--- src/rtl/gpio_evt_stat.sv ---
module gpio_evt_stat #(
  parameter int NPIN = 8
) (
  input  logic            clk,
  input  logic            rst_n,
  input  logic [NPIN-1:0] pin_lvl,
  input  logic [NPIN-1:0] evt_lvl_mode,
  input  logic [NPIN-1:0] evt_pol,
  input  logic [NPIN-1:0] load_main,
  input  logic            main_pwr,
  input  logic            blk_active,
  input  logic            route_en,
  input  logic            reg_sel,
  input  logic            reg_we,
  input  logic [NPIN-1:0] reg_wdata,
  output logic [NPIN-1:0] reg_rdata,
  output logic            notify
);

  logic [NPIN-1:0] stat_q, en_q, prev_q;
  logic            armed_q;
  logic            blocked;
  logic [NPIN-1:0] rise, fall, edge_hit, lvl_hit, set_v, clr_v, kill_v;

  assign blocked  = !blk_active && !main_pwr;
  assign rise     = pin_lvl & ~prev_q;
  assign fall     = ~pin_lvl & prev_q;
  assign edge_hit = armed_q ? ((rise & evt_pol) | (fall & ~evt_pol)) : '0;
  assign lvl_hit  = (pin_lvl & evt_pol) | (~pin_lvl & ~evt_pol);
  assign set_v    = (evt_lvl_mode & lvl_hit) | (~evt_lvl_mode & edge_hit);
  assign clr_v    = (reg_we && !reg_sel && !blocked) ? reg_wdata : '0;
  assign kill_v   = main_pwr ? '0 : load_main;

  always_ff @(posedge clk or negedge rst_n) begin
    if (!rst_n) begin
      stat_q  <= '0;
      en_q    <= '0;
      prev_q  <= '0;
      armed_q <= 1'b0;
    end else begin
      stat_q  <= ((stat_q & ~clr_v) | set_v) & ~kill_v;
      if (reg_we && reg_sel && !blocked) en_q <= reg_wdata;
      prev_q  <= pin_lvl;
      armed_q <= 1'b1;
    end
  end

  assign reg_rdata = blocked ? '0 : (reg_sel ? en_q : stat_q);
  assign notify    = route_en && !blocked && |(stat_q & en_q);

  // a status bit only drops through a clear or a power wipe
  a_r2_sticky: assert property (@(posedge clk) disable iff (!rst_n)
    1'b1 |=> ((($past(stat_q) & ~$past(clr_v) & ~$past(kill_v)) & ~stat_q) == '0));

  // an active level on a level-type pin keeps its bit set
  a_r3_level_hold: assert property (@(posedge clk) disable iff (!rst_n)
    1'b1 |=> ((($past(evt_lvl_mode & lvl_hit) & ~$past(kill_v)) & ~stat_q) == '0));

  // main power off wipes main-domain status
  a_r4_main_wipe: assert property (@(posedge clk) disable iff (!rst_n)
    !main_pwr |=> ((stat_q & $past(load_main)) == '0));

  // blocked access reads zero and notifies nothing
  a_r5_blocked_quiet: assert property (@(posedge clk) disable iff (!rst_n)
    blocked |-> (reg_rdata == '0 && !notify));

  // enable register frozen while blocked
  a_r5_en_frozen: assert property (@(posedge clk) disable iff (!rst_n)
    blocked |=> $stable(en_q));

  // notification needs routing and an enabled pending event
  a_r6_notify_cause: assert property (@(posedge clk) disable iff (!rst_n)
    notify |-> (route_en && (stat_q & en_q) != '0));

endmodule

--- config.mk ---
export PLATFORM = sky130hd
export DESIGN_NAME = gpio_evt_stat
export DESIGN_NICKNAME = d
export VERILOG_FILES = /design/src/rtl/gpio_evt_stat.sv
export SDC_FILE = /design/constraint.sdc
export NUM_CORES = 1
export LEC_CHECK = 0
export BUFFER_PORTS_ARGS = -buffer_cell sky130_fd_sc_hd__buf_2
export CAP_MARGIN = 20
export CORE_AREA = 5 5 64 66
export CTS_BUF_LIST = sky130_fd_sc_hd__clkbuf_8 sky130_fd_sc_hd__clkbuf_16
export CTS_CLUSTER_SIZE = 12
export DETAILED_ROUTE_END_ITERATION = 10
export DIE_AREA = 0 0 69 71
export PLACE_DENSITY_LB_ADDON = 0.25
export SYNTH_ARGS = -nofsm -noshare
export SYNTH_HDL_FRONTEND = slang
export SYNTH_SLANG_ARGS = --single-unit
--- constraint.sdc ---
create_clock -name clk -period 1.05 [get_ports clk]
set_input_delay 0.105 -clock clk [delete_from_list [all_inputs] [get_ports clk]]
set_output_delay 0.105 -clock clk [all_outputs]
set_load 0.005 [all_outputs]
==> results of run 1 <==
==> worst max-delay path, cell delays in order, from the launching register on <==
cell	delay, ps
dfrtp_1	400
a22o_1	230
a221oi_2	170
a31oi_1	120
buf_2	150
==> power by group <==
part	total (mW)	switching [mW]	internal (mW)
registers	1.16	0.0836	1.07
clock network	0.567	0.305	0.262
logic	0.674	0.288	0.385
total	2.40	0.677	1.72
==> per-stage QoR <==
step | instances | worst slack [ps] | hold WS, ps | power (mW)
finish | 265 | -393.6 | 7.150 | 2.397
global route | 265 | -491.3 | 5.614 | 2.556
CTS | 265 | -372.1 | 2.549 | 2.409
detailed placement | 244 | -153.8 | 62.89 | 1.756
global placement | 244 | -175.5 | 55.53 | 1.730
floorplan | 134 | 35.65 | -190.6 | 1.434
==> repair_timing <==
action	4_1_cts	5_1_grt
pin swaps	2	4
setup endpoints to repair	9	12
hold buffers	15	0
hold endpoints to repair	39	0
setup buffers	2	0
resized for setup	5	3
==> sequential cells by signal (all words and copies together), names as in the netlist <==
| signal | flops |
|---|---|
| en_q | 8 |
| stat_q | 8 |
| armed_q | 1 |
| prev_q | 8 |
==> cells in the final DEF (no fill, tap or decap) <==
cell,netlist,final
nor2_1,9,9
mux2i_1,8,8
or3_1,1,1
o21ai_2,1,1
buf_12,0,2
dlygate4sd3_1,0,15
nand2_1,15,15
a22oi_1,2,2
clkbuf_8,0,3
o211ai_2,1,1
conb_1,1,1
buf_6,0,6
o211ai_1,1,1
a221oi_2,0,1
inv_1,9,10
a22o_1,1,1
o31ai_1,8,8
nor2b_1,1,1
a31oi_1,1,1
nor3b_1,7,7
buf_4,1,4
a32oi_1,8,8
dfrtp_1,25,25
o21ai_1,0,1
a21oi_1,1,1
buf_2,2,55
xnor2_1,7,7
o21ai_0,16,15
and3b_1,7,7
==> final timing paths <==
kind / end / slack (ps)
max in group asynchronous: stat_q[6]$_DFF_PN0_ / 600
min in group asynchronous: en_q[2]$_DFFE_PN0P_ / 300
min reg2reg: en_q[4]$_DFFE_PN0P_ / 520
max: notify / -390
max reg2reg: stat_q[6]$_DFF_PN0_ / 60
min: stat_q[6]$_DFF_PN0_ / 7
==> area by class of cell <==
cell class,count,area [µm²]
multi-input combinational,97,650.6
sequential,25,625.6
clock buffer,3,41.29
clock inverter,1,3.754
inverter,9,33.78
fill,344,1545
tap,48,60.06
timing repair buffer,82,563.0
==> kinds of logic (layout without fill, tap and decap cells) <==
kind of cell           count (synthesis)  after routing  share of synthesized area (%)
AO/OA/AOI/OAI                         41             41                          21.40
AND/OR/NAND/NOR                       40             40                          16.38
flip-flops                            25             25                          47.35
buffers and inverters                 12             95                          3.883
multiplexers                           8              8                          6.061
XOR/XNOR                               7              7                          4.640
other                                  1              1                         0.2838
==> per-layer routing <==
layer	global-route usage (%)	vias up	part of all wire [%]	routed length [µm]
met2	30.51	27	55	1975
met3	2.415	5	4.2	151
met5	0	-	0	0
li1	-	655	-	-
met1	16.68	636	39	1397
met4	4.555	0	1.2	44
==> qor.yml, run 1 <==
outcome:
  outcome: "finished with violations"
  violations: "negative setup slack"
setup_path:
  rr_startpoint: "armed_q$_DFF_PN0_"
  critPathArrivalTime_ps: 1340
  cp-end-kind: "primary output"
  crit_start: "stat_q[6]$_DFF_PN0_"
  reg2regPathDepth: 3
  crit_fanout: 2
  critPathKind: "flop to primary output"
  cp_data_required_time_ps: 940
  startpoint_type: "flop"
grt:
  antenna_found_initial: 0
  grt_max_degree: 26
  gr-total-overflow: 0
  grt_pass1_vias: 1436
  grt.total_usage_pct: 15.41
  grt_pass1_wl_um: 6230
floorplan:
  start_util_pct: 37.50
  die_y_um: 71
  die_area_um2: 4899
  coreArea_um2: 3523
  rows: 22
  die_w_um: 69
  ioPinCount: 56
clocking:
  cts-root-buf: "clkbuf_8"
  clk_latency_ps: 270
  clkSinkCount: 25
  cts_tree: "done"
  htreeDepth: 1
  clk_path_buf_depth: 2
  numCtsBuffers: 3
  cts.clk_slew.worst_paths_ps: 80
place:
  dp_hpwl_um: 2616
  placed_area_um2: 1739
  portBuffers: 55
  gp_congestion: 0.7711
finish:
  diodes: 0
  utilization_pct: 56.14
  layout-drive-gt1-share_pct: 33.64
  syn2layout_area_growth_pct: 49.72
  final_area_um2: 1978
  fin_nets: 265
sta:
  slew_viol_final: 0
  finalSetupViolCount: 9
  fin_tns_setup_ps: -1194
  finalHoldViolCount: 0
  rsz0062_at_grt: "yes"
  min_period_ps: 1444
  max_freq_ghz: 0.6927
  fin_ws_ps: -393.6
  clock_skew_ps: 5.884
  period_share_pct: 137.5
worst_hold_path:
  min_delay_path_depth: 2
  min_from: "load_main[6]"
  hold_path.class: "input port to flop"
drt:
  routedWlPerCell_um: 13.46
  drc: 0
  ant_nets: 0
  vias: 1323
  drtPass1Iterations: 4
  drt-vias-per-instance: 4.992
  drt_wl_total_um: 3567
  drt_iter0_drc: 75
flow_run:
  maxCapViolCount: 0
synth:
  yosys_warnings: 0
  syn-num-nets: 181
  synth-edff-count: 0
  synth_commonest_cells: "25 x dfrtp_1, 16 x o21ai_0, 15 x nand2_1, 9 x inv_1, 9 x nor2_1"
  ys.flop_type: "dfrtp_1"
  synth-async-reset-ratio_pct: 100.0
  syn_area_per_cell_um2: 9.860
  synth_seq_cells: 25
  syn_area_um2: 1321
  ys_seq_area_share_pct: 47.35
  yosysMostFrequentCell: "dfrtp_1"
  synth_top_cell_by_area: "dfrtp_1"
  postSynthCellCount: 134
  yosysTopAreaCellShare_pct: 47.35
  synth_cell_type_count: 24
  synthTopCellsByArea: "dfrtp_1 47%, mux2i_1 6.1%, o21ai_0 6.1%"
power_and_ir_drop:
  leakage_nw: 0.9769
  p_per_area_nw_per_um2: 1212
  vdd.ir_drop.worst_v: 0.0005773
No activity file was read; power rests on OpenSTA's default activity.
==> run 2, diff against run 1 <==
- SETUP_SLACK_MARGIN: unset -> 0.2
==> run 2 against run 1 <==
Compared with the run above:
- critical endpoint unchanged
- count of clock-buffer cells in the layout did not move
- clock skew shrank 3.9 ps
- final cell count is 1.5% higher
- setup slack improved by 19 ps
- wire length increased by 2.0%
- core utilization up 2.1 points
- largest cell class unchanged
- sequential share of layout area shrank 1.1 points
- the flow still finishes with violations (negative setup slack)
==> qor.yml, run 2 (same netlist as run 1, synthesis figures left out) <==
place:
  portBuffers: 55
  dp.cells: 244
  dp_hpwl_um: 2647
  gp_congestion: 0.7407
clocking:
  numCtsBuffers: 3
  htreeDepth: 1
  clk_latency_ps: 270
  cts_tree: "done"
  clkSinkCount: 25
  clk_path_buf_depth: 2
  cts-root-buf: "clkbuf_8"
  cts.clk_slew.worst_paths_ps: 80
finish:
  reg.largest.list: "en_q (8), prev_q (8), stat_q (8)"
  stdcell_count: 269
  syn2layout_area_growth_pct: 55.21
  diodes: 0
  layout-drive-gt1-share_pct: 39.37
  fill_cells: 319
  final_cell_mix: "54 x buf_2, 25 x dfrtp_1, 16 x dlygate4sd3_1"
  utilization_pct: 58.20
  fin_nets: 269
  final_common_cell: "buf_2"
floorplan:
  die_y_um: 71
  start_util_pct: 37.50
  ioPinCount: 56
  rows: 22
  die_area_um2: 4899
  coreArea_um2: 3523
  die_w_um: 69
grt:
  grt_pass1_wl_um: 6030
  grt_max_degree: 26
  gr-total-overflow: 0
  grt.total_usage_pct: 15.01
  antenna_found_initial: 0
  grt_pass1_vias: 1377
setup_path:
  critPathKind: "flop to primary output"
  cp-end-kind: "primary output"
  crit_fanout: 2
  critPathArrivalTime_ps: 1320
  cp_data_required_time_ps: 940
  startpoint_type: "flop"
drt:
  drt_iter0_drc: 60
  drc: 0
  drtPass1Iterations: 4
  ant_nets: 0
  drt_wl_total_um: 3640
  routedWlPerCell_um: 13.53
  drt-vias-per-instance: 4.926
  vias: 1325
outcome:
  outcome: "finished with violations"
  violations: "negative setup slack"
sta:
  slew_viol_final: 0
  finalSetupViolCount: 9
  max_freq_ghz: 0.7020
  finalHoldViolCount: 0
  rsz0062_at_grt: "yes"
  min_period_ps: 1425
  fin_ws_ps: -374.6
  period_share_pct: 135.7
  hold_ws_ps: 5.426
  clock_skew_ps: 1.963
power_and_ir_drop:
  p_per_area_nw_per_um2: 1171
  vdd.ir_drop.worst_v: 0.0006537
  leakage_nw: 1.006
worst_hold_path:
  hold_path.class: "input port to flop"
flow_run:
  maxCapViolCount: 0
run 2: per-layer routing:
metal | routed length [µm] | track usage [%] | up-vias
li1 | - | - | 662
met1 | 1552 | 17.96 | 630
met2 | 1889 | 26.91 | 28
met3 | 131 | 1.989 | 5
met4 | 67 | 6.508 | 0
met5 | 0 | 0 | -
run 2: stage by stage:
stage          area [µm²]  TNS (ps)  setup slack [ps]  power, mW
2_1_floorplan        1334         0             57.56      1.447
3_3_place_gp         1733    -64.20            -64.20      1.730
3_5_place_dp         1733    -91.91            -91.91      1.757
4_1_cts              2019     -1222            -396.1      2.403
5_1_grt              2051     -1805            -442.2      2.534
6_report             2051     -1122            -374.6      2.401
run 2: critical path, stage by stage, from the launching register on:
cell and delay (ps):
dfrtp_1 380, a22o_1 250, a221oi_2 170, a31oi_1 110, buf_2 140
run 2: power by group:
group | leakage (nW) | total (mW) | switching, mW | internal, mW
combinational | 0.679 | 0.686 | 0.300 | 0.386
clock | 0.0269 | 0.559 | 0.297 | 0.262
sequential | 0.299 | 1.16 | 0.0834 | 1.07
run 2: worst paths after layout:
path | from | to | slack (ps) | depth (start not counted)
max | en_q[6]$_DFFE_PN0P_ | notify | -370 | 4
max reg2reg | armed_q$_DFF_PN0_ | stat_q[6]$_DFF_PN0_ | 0 | 3
min reg2reg | en_q[3]$_DFFE_PN0P_ | en_q[3]$_DFFE_PN0P_ | 520 | 2
min | load_main[2] | stat_q[2]$_DFF_PN0_ | 5 | 2
min in group asynchronous | rst_n | stat_q[2]$_DFF_PN0_ | 300 | 2
max in group asynchronous | rst_n | stat_q[4]$_DFF_PN0_ | 490 | 2
run 2: final cells by class:
| type | count | area [µm²] | area share, % |
|---|---|---|---|
| Timing Repair Buffer | 86 | 589.3 | 28.74 |
| Clock inverter | 1 | 3.754 | 0.1830 |
| Multi-Input combinational cell | 97 | 696.9 | 33.98 |
| Tap cell | 48 | 60.06 | 2.929 |
| Inverter | 9 | 33.78 | 1.647 |
| Sequential cell | 25 | 625.6 | 30.51 |
| Clock buffer | 3 | 41.29 | 2.013 |
run 2: what timing repair did:
action                                 CTS  global route
setup endpoints to repair               17            33
gates resized for setup                 23             4
setup buffers                            3             2
hold buffers                            16             0
endpoints found under the hold margin   40             0
pin swaps                               12             9
==> run 3, diff against run 2 <==
- CAP_MARGIN: 20 -> 10
- clock period: 1.05 -> 1.6 ns (I/O delays scaled with it)
==> run 3 against run 2 <==
Compared with the run above:
- the flow now finishes without violations
- wire length fell by 6.5%
- first-iteration DRC count fell by 10%
- count of clock-buffer cells in the layout did not move
- die area did not move
- sequential share of layout area rose by 5.4 points
- clock power fell by 29%
- clock skew rose by 2.6 ps
- combinational power fell by 47%
- global-route usage fell by 1.1 points
- largest cell class unchanged
- largest power group unchanged
==> qor.yml, run 3 (same netlist as run 1, synthesis figures left out) <==
drt:
  drt-vias-per-instance: 5.123
  drc: 0
  drt_wl_total_um: 3403
  drtPass1Iterations: 4
  routedWlPerCell_um: 13.95
  drt_iter0_drc: 54
  vias: 1250
  ant_nets: 0
place:
  dp.cells: 235
  portBuffers: 55
  dp_hpwl_um: 2618
  gp_congestion: 0.8001
floorplan:
  start_util_pct: 37.50
  die_y_um: 71
  die_w_um: 69
  rows: 22
  die_area_um2: 4899
  coreArea_um2: 3523
  ioPinCount: 56
setup_path:
  crit_fanout: 2
  critPathKind: "flop to primary output"
  crit_start: "stat_q[6]$_DFF_PN0_"
  critPathArrivalTime_ps: 1330
  cp_data_required_time_ps: 1440
  reg2regPathDepth: 3
  timing.rr.end: "stat_q[6]$_DFF_PN0_"
  rr_startpoint: "armed_q$_DFF_PN0_"
  cp-end-kind: "primary output"
  reg2reg_slack_ps: 330
  startpoint_type: "flop"
sta:
  rsz0062_at_grt: "yes"
  clock_skew_ps: 4.521
  finalSetupViolCount: 0
  hold_ws_ps: 10.60
  slew_viol_final: 0
  finalHoldViolCount: 0
  min_period_ps: 1488
  period_share_pct: 92.98
  tightest_slew_ps: 565.0
  slew_headroom_pct: 62.33
  max_freq_ghz: 0.6722
  fin_tns_setup_ps: 0
worst_hold_path:
  holdPathEnd: "prev_q[6]$_DFF_PN0_"
  min_delay_path_depth: 1
  min_from: "pin_lvl[6]"
  hold_path.class: "input port to flop"
finish:
  final_cell_mix: "55 x buf_2, 25 x dfrtp_1, 16 x o21ai_0"
  diodes: 0
  fill_cells: 375
  multiInputGateArea_um2: 650.6
  final_common_cell: "buf_2"
  syn2layout_area_growth_pct: 31.82
  stdcell_count: 244
  reg.largest.list: "en_q (8), prev_q (8), stat_q (8)"
  regArea_um2: 625.6
  fin_nets: 244
  layout-drive-gt1-share_pct: 34.18
power_and_ir_drop:
  leakage_nw: 0.8642
  power.share.combinational_pct: 23.8
  p_per_area_nw_per_um2: 873.1
  p_int_mw: 1.071
  clock_power_share_pct: 26.2
  p_seq_share_pct: 50.1
  vdd.ir_drop.worst_v: 0.0004441
  p_sw_uw: 450.0
  swShare_pct: 29.59
clocking:
  cts.clk_slew.worst_paths_ps: 90
  numCtsBuffers: 3
  clk_path_buf_depth: 2
  htreeDepth: 1
  cts-root-buf: "clkbuf_8"
  clkSinkCount: 25
  cts_tree: "done"
  clk_latency_ps: 280
grt:
  antenna_found_initial: 0
  grt.total_usage_pct: 13.95
  gr-total-overflow: 0
  grt_max_degree: 26
  grt_pass1_wl_um: 5644
  grt_pass1_vias: 1299
outcome:
  outcome: "completed"
flow_run:
  maxCapViolCount: 0
==> run 3: changes by cell type in the layout (fill, tap and decap cells not counted), moves of 2 or more <==
cell / before / now
o21ai_2: 8 / 1
buf_4: 7 / 5
buf_6: 7 / 0
o21ai_0: 8 / 16
dlygate4sd3_1: 16 / 1
nor3b_2: 4 / 0
nor3b_1: 3 / 7
==> run 3: cell type report <==
cell class / count / area share, %
multi-input cells: 97 / 37.36
clock inverters: 1 / 0.4310
repair buffers: 61 / 18.53
clock buffers: 3 / 2.371
inverters: 9 / 1.940
well taps: 48 / 3.448
flip-flops and latches: 25 / 35.92
==> run 3: metrics by stage <==
stage	worst slack (ps)	power, mW	area (µm²)	utilization [%]
6_report	112.4	1.521	1742	49.43
4_1_cts	109.1	1.531	1734	49.22
2_1_floorplan	536.8	0.9410	1321	-
5_1_grt	53.71	1.614	1742	49.43
3_5_place_dp	326.1	1.109	1647	46.73
3_3_place_gp	331.4	1.093	1647	46.73
==> run 3: repair_timing <==
item,in CTS,in global routing
setup buffers,3,1
hold buffers,1,0
endpoints found under the hold margin,25,0
gates resized for setup,1,0
pin swaps,2,0
endpoints found under the setup margin,1,1
==> run 3: routing by layer <==
layer | global-route usage, % | vias up | part of all wire, %
met5 | 0 | - | 0
met4 | 4.772 | 0 | 1.4
met3 | 2.983 | 5 | 5.0
met2 | 26.06 | 33 | 53
met1 | 15.63 | 599 | 40
li1 | - | 613 | -
==> run 3: how the worst max path moves through the flow <==
| stage | endpoint | cells after the start |
|---|---|---|
| CTS | notify | 4 |
| detailed placement | stat_q[6]$_DFF_PN0_ | 3 |
| floorplan | notify | 3 |
| global placement | notify | 4 |
| finish | notify | 4 |
| global route | notify | 4 |
==> run 3: worst max-delay path: stages, from the launching register on <==
cell      delay, ps
dfrtp_1         390
a22o_1          250
a221oi_2        180
a31oi_1         100
buf_2           140
==> run 3: power by group through the flow <==
stage	Sequential (mW)	Combinational, mW	Clock [mW]
detailed placement	0.773	0.336	0
global placement	0.766	0.327	0
global route	0.771	0.412	0.431
CTS	0.760	0.362	0.409
finish	0.761	0.362	0.398
floorplan	0.756	0.185	0
